`src/rtl/hzd_pkg.sv`:
```
package hzd_pkg;

    parameter int REG_W = 5;
    localparam int NREG = 1 << REG_W;
    localparam int NSRC = 2;

    typedef logic [REG_W-1:0] reg_idx_t;

    typedef enum logic [1:0] {
        SEL_RF    = 2'd0,
        SEL_EXMEM = 2'd1,
        SEL_MEMWB = 2'd2
    } byp_sel_e;

    typedef struct packed {
        reg_idx_t rs1;
        reg_idx_t rs2;
    } srcs_t;

    typedef struct packed {
        reg_idx_t rd;
        logic     wr;
        logic     ld;
    } dst_t;

    typedef struct packed {
        srcs_t src;
        dst_t  dst;
    } slot_t;

    // True when the pending destination will write register r (r0 excluded).
    function automatic logic pend_write(dst_t d, reg_idx_t r);
        return d.wr && (d.rd != '0) && (d.rd == r);
    endfunction

endpackage

```
`src/rtl/hzd_pipe_regs.sv`:
```
module hzd_pipe_regs
    import hzd_pkg::*;
(
    input  logic  clk,
    input  logic  rst,
    input  slot_t fetch,
    input  logic  hold,
    input  logic  clear,
    output slot_t ifid,
    output slot_t idex,
    output dst_t  exmem,
    output dst_t  memwb
);

    slot_t bubble;

    always_comb begin
        bubble        = ifid;
        bubble.dst.wr = 1'b0;
        bubble.dst.ld = 1'b0;
    end

    always_ff @(posedge clk) begin
        if (rst) begin
            ifid  <= '0;
            idex  <= '0;
            exmem <= '0;
            memwb <= '0;
        end else begin
            if (!hold) begin
                ifid <= fetch;
            end
            idex  <= clear ? bubble : ifid;
            exmem <= idex.dst;
            memwb <= exmem;
        end
    end

    // a held decode register keeps its contents
    p_ifid_held_r7: assert property (@(posedge clk) disable iff (rst)
        hold |=> (ifid == $past(ifid)));

    // a bubble enters execute with no write and no load
    p_bubble_inert_r8: assert property (@(posedge clk) disable iff (rst)
        clear |=> (!idex.dst.wr && !idex.dst.ld));

endmodule

```
`src/rtl/hzd_loaduse.sv`:
```
module hzd_loaduse
    import hzd_pkg::*;
(
    input  srcs_t dec_src,
    input  dst_t  ex_dst,
    output logic  stall
);

    logic hit1, hit2;

    always_comb begin
        hit1  = pend_write(ex_dst, dec_src.rs1);
        hit2  = pend_write(ex_dst, dec_src.rs2);
        stall = ex_dst.ld && (hit1 || hit2);
    end

endmodule

```
`src/rtl/hzd_bypass_sel.sv`:
```
module hzd_bypass_sel
    import hzd_pkg::*;
(
    input  reg_idx_t src,
    input  dst_t     near_dst,
    input  dst_t     far_dst,
    output byp_sel_e sel
);

    always_comb begin
        if (pend_write(near_dst, src) && !near_dst.ld) begin
            sel = SEL_EXMEM;
        end else if (pend_write(far_dst, src)) begin
            sel = SEL_MEMWB;
        end else begin
            sel = SEL_RF;
        end
    end

endmodule

```
`src/rtl/hzd_interlock.sv`:
```
module hzd_interlock
    import hzd_pkg::*;
(
    input  logic       clk,
    input  logic       rst,
    input  logic [4:0] fet_rs1,
    input  logic [4:0] fet_rs2,
    input  logic [4:0] fet_rd,
    input  logic       fet_wr,
    input  logic       fet_ld,
    output logic       pc_hold,
    output logic       idex_flush,
    output logic [1:0] byp_a,
    output logic [1:0] byp_b
);

    slot_t    fetch;
    slot_t    ifid;
    slot_t    idex;
    dst_t     exmem;
    dst_t     memwb;
    logic     stall;
    reg_idx_t op_src [NSRC];
    byp_sel_e op_sel [NSRC];

    always_comb begin
        fetch.src.rs1 = fet_rs1;
        fetch.src.rs2 = fet_rs2;
        fetch.dst.rd  = fet_rd;
        fetch.dst.wr  = fet_wr;
        fetch.dst.ld  = fet_ld;
        op_src[0]     = idex.src.rs1;
        op_src[1]     = idex.src.rs2;
    end

    hzd_pipe_regs u_regs (
        .clk   (clk),
        .rst   (rst),
        .fetch (fetch),
        .hold  (stall),
        .clear (stall),
        .ifid  (ifid),
        .idex  (idex),
        .exmem (exmem),
        .memwb (memwb)
    );

    hzd_loaduse u_lu (
        .dec_src (ifid.src),
        .ex_dst  (idex.dst),
        .stall   (stall)
    );

    for (genvar g = 0; g < NSRC; g++) begin : g_op
        hzd_bypass_sel u_sel (
            .src      (op_src[g]),
            .near_dst (exmem),
            .far_dst  (memwb),
            .sel      (op_sel[g])
        );
    end

    assign pc_hold    = stall;
    assign idex_flush = stall;
    assign byp_a      = op_sel[0];
    assign byp_b      = op_sel[1];

    // a load-use interlock lasts one cycle only
    p_single_bubble_r6: assert property (@(posedge clk) disable iff (rst)
        stall |=> !stall);

    // register 0 is always read from the register file
    p_r0_rf_a_r5: assert property (@(posedge clk) disable iff (rst)
        (idex.src.rs1 == '0) |-> (byp_a == 2'd0));
    p_r0_rf_b_r5: assert property (@(posedge clk) disable iff (rst)
        (idex.src.rs2 == '0) |-> (byp_b == 2'd0));

    // a load still in the memory stage is never a bypass source
    p_no_early_load_r11: assert property (@(posedge clk) disable iff (rst)
        ((byp_a == 2'd1) || (byp_b == 2'd1)) |-> !exmem.ld);

    // only a writing instruction is a bypass source
    p_src_writes_r10: assert property (@(posedge clk) disable iff (rst)
        ((byp_a == 2'd2) || (byp_b == 2'd2)) |-> memwb.wr);

endmodule

```
`config.mk`:
```
export PLATFORM = sky130hd
export DESIGN_NAME = hzd_interlock
export DESIGN_NICKNAME = d
export VERILOG_FILES = /design/src/rtl/hzd_pkg.sv /design/src/rtl/hzd_pipe_regs.sv /design/src/rtl/hzd_loaduse.sv /design/src/rtl/hzd_bypass_sel.sv /design/src/rtl/hzd_interlock.sv
export SDC_FILE = /design/constraint.sdc
export NUM_CORES = 1
export LEC_CHECK = 0
export BUFFER_PORTS_ARGS = -buffer_cell sky130_fd_sc_hd__buf_4
export CORE_ASPECT_RATIO = 0.6
export CORE_MARGIN = 4
export CORE_UTILIZATION = 35
export DETAILED_ROUTE_END_ITERATION = 8
export PLACE_DENSITY = 0.6
export SLEW_MARGIN = 30
export SYNTH_ARGS = -nofsm -noshare
export SYNTH_HDL_FRONTEND = slang
export SYNTH_SLANG_ARGS = --single-unit
```
`constraint.sdc`:
```
create_clock -name clk -period 4.35 [get_ports clk]
set_input_delay 0.435 -clock clk [delete_from_list [all_inputs] [get_ports clk]]
set_output_delay 0.435 -clock clk [all_outputs]
set_load 0.02 [all_outputs]
```
==> qor.txt <==
Lkg Pwr: 0.000994 µW
#FFs+latches synth: 47
WHS Endpoint: u_regs.ifid[0]
DR iter-0 viols: 38
Skew final: 0.00434 ns
FP Rows: 20
DIE AREA: 0.00683 mm²
Internal power: 681 µW
Fin crit share: 60.5%
Clock Latency Late Sink: 0.30 ns
Hold Crit Class: in -> reg
R2r startpoint: u_regs.idex[3]
Design Area, Final: 0.00228 mm²
# setup viols final: 0
Floorplan core area: 0.00520 mm²
Drt wl/cell: 12.3 µm
Die height: 65.6 µm
H-tree depth: 2
Unrepaired setup endpoints after global routing: false
Remaining antenna violation count: 0
Critical path, cell by cell: or4_4 > o2111ai_4 > inv_2 > buf_4
Run status: complete, no violations
Final hold violation count: 0
Top cells by area, synth: dfxtp_1 49%, nor2b_1 14%, mux2_4 7.7%
Critical Path AT: 2.20 ns
Final Total Pwr: 869 µW
Cts-stage hold buffer count: 0
Global-route wire length before repair: 5410 µm
Die width: 104 µm
Ant diodes: 0
Clock Path Buffers: 2
Reg2Reg Setup Slack: 2.33 ns
RD Place Congestion: 0.738
Grt ovf: 0
Via density: 4.26
Drt drc: 0
Nets@finish: 214
Post-Route WL: 3230 µm
Setup crit start kind: register
Mapped Area: 0.00194 mm²
Slowest stage cell, crit path: o2111ai_4
CTS tree: built
Starting Density: 37.2%
Max Clk Rate: 380 MHz
Critical path type: reg -> out
Worst EP required: 3.91 ns
CP Capture Type: output pin
Worst Tran Pin Value: 0.713 ns
Reg2reg path depth: 3
Synth top area share: 48.5%
I/O pin cnt: 25
Sequential fraction of the synthesis area: 48.5%
Largest net degree at the start of global routing: 50
YS warnings: 0
Worst hold path startpoint: fet_ld
Crit path buf inv count: 2
# port buffers: 24
Clock sinks: 47
Min Tclk post-route: 2.63 ns
Pwr dens: 382 mW/mm²
Worst-case vdd ir drop: 183 µV
Vias in the first global route: 1,062
Placed cell area: 0.00215 mm²
Netlist cell types: 22
Routed vias: 1,117
DP HPWL: 2410 µm
CTS clk-pin slew, worst paths: 0.09 ns
Net Count, Synth: 190
Num CTS Buffers: 5
Drt first pass iters: 4
Root Driver: clkbuf_8
FF-to-FF End: u_regs.ifid[3]
Switching Fraction: 21.6%
Initial antenna violation count: 0
Synth area leader: dfxtp_1
Share of layout cells above drive strength 1: 26.0%
Clock power frac: 38.8%
Slew Limit Headroom: 52.5%
NetSw: 188 µW
Gate Count Post-Synth: 171
# resized after CTS: 0
Fillers: 495
Area growth syn-to-layout: 17.4%
Comb pwr share: 8.1%
Syn Area/Cell: 11.3 µm²
Number of max-cap violations: 0
Crit path max fanout: 16
Slowest stage delay, CP: 0.60 ns
Max Slew Vio Count: 0
Post CTS Setup Buffer Count: 0
Register share of total power: 53.1%
GRT Resource Usage Total: 10.4%
Setup TNS: 0 ns
CP delay by family, top: compound AO/OA/AOI/OAI gates
Hold path depth: 3
==> stage by stage <==
stage / hold slack [ns] / cells / utilization (%) / setup WS [ns]
global placement: 0.444 / 254 / 41.4 / 2.05
CTS: 0.380 / 262 / 43.7 / 1.69
global route: 0.400 / 262 / 43.7 / 1.58
detailed placement: 0.455 / 254 / 41.4 / 2.03
finish: 0.388 / 262 / 43.7 / 1.72
floorplan: 0.430 / 171 / - / 1.98
==> final cells by class <==
type | count | area, µm² | share of cell area (%)
multi-input cells | 116 | 947 | 41.6
inverters | 1 | 3.75 | 0.165
well taps | 66 | 82.6 | 3.63
repair buffers | 24 | 180 | 7.92
clock buffers | 6 | 82.6 | 3.63
flip-flops and latches | 47 | 941 | 41.3
clock inverters | 2 | 38.8 | 1.70
==> logic make-up (layout without fill, tap and decap cells) <==
family	count (synthesis)	after routing	share of synthesized area [%]
buffers and inverters	8	33	2.58
multiplexers	17	17	11.7
AO/OA/AOI/OAI	4	4	2.52
XOR/XNOR	30	30	13.6
AND/OR/NAND/NOR	65	65	21.1
flip-flops	47	47	48.5
==> cells in the final DEF (no fill, tap or decap), types with 4 or more instances in the layout <==
cell type  count
buf_4         24
clkbuf_8       6
dfxtp_1       47
mux2_2         5
mux2_4        10
nand2b_1       4
nand3_1        4
nor2b_1       44
nor4_1         4
or4_1          4
xnor2_1       16
xor2_1        14
==> cell usage after synthesis <==
master,count
dfxtp_1,47
nor2b_1,44
xnor2_1,16
xor2_1,14
mux2_4,10
mux2_2,5
clkbuf_1,4
nand2b_1,4
nand3_1,4
nor4_1,4
or4_1,4
mux2i_1,2
nand2_1,2
nor3b_1,2
o21ai_0,2
buf_1,1
buf_12,1
buf_4,1
inv_2,1
o2111ai_4,1
o22ai_2,1
or4_4,1
==> power by group through the flow <==
stage	clock network [µW]	registers (µW)	logic, µW
after floorplan	0	468	52.5
after global placement	0	472	71.2
after detailed placement	0	472	71.2
after CTS	345	462	71.5
after global routing	360	464	77.8
final	337	462	70.2
==> layer usage <==
metal	wire, µm	track usage (%)	vias to the layer above
li1	-	-	607
met1	1850	15.1	487
met4	49	4.48	0
met3	153	4.32	6
met5	0	0	-
met2	1180	13.2	17
==> worst min-delay path, cell delays in order <==
cell      delay [ns]
buf_4           0.11
nand2b_1        0.05
mux2i_1         0.06
==> sequential cells by signal (all words and copies together), names as in the netlist <==
name          count
u_regs.memwb      6
u_regs.ifid      17
u_regs.exmem      7
u_regs.idex      17
==> worst max-delay path by stage <==
stage | from | end | slack [ns] | cells after the start
floorplan | u_regs.exmem[2] | byp_a[1] | 1.98 | 4
global placement | u_regs.idex[3] | idex_flush | 2.05 | 4
detailed placement | u_regs.idex[3] | idex_flush | 2.03 | 4
CTS | u_regs.idex[3] | idex_flush | 1.69 | 4
global route | u_regs.idex[3] | idex_flush | 1.58 | 4
finish | u_regs.idex[3] | idex_flush | 1.72 | 4
Power figures use the tool's default switching activity.
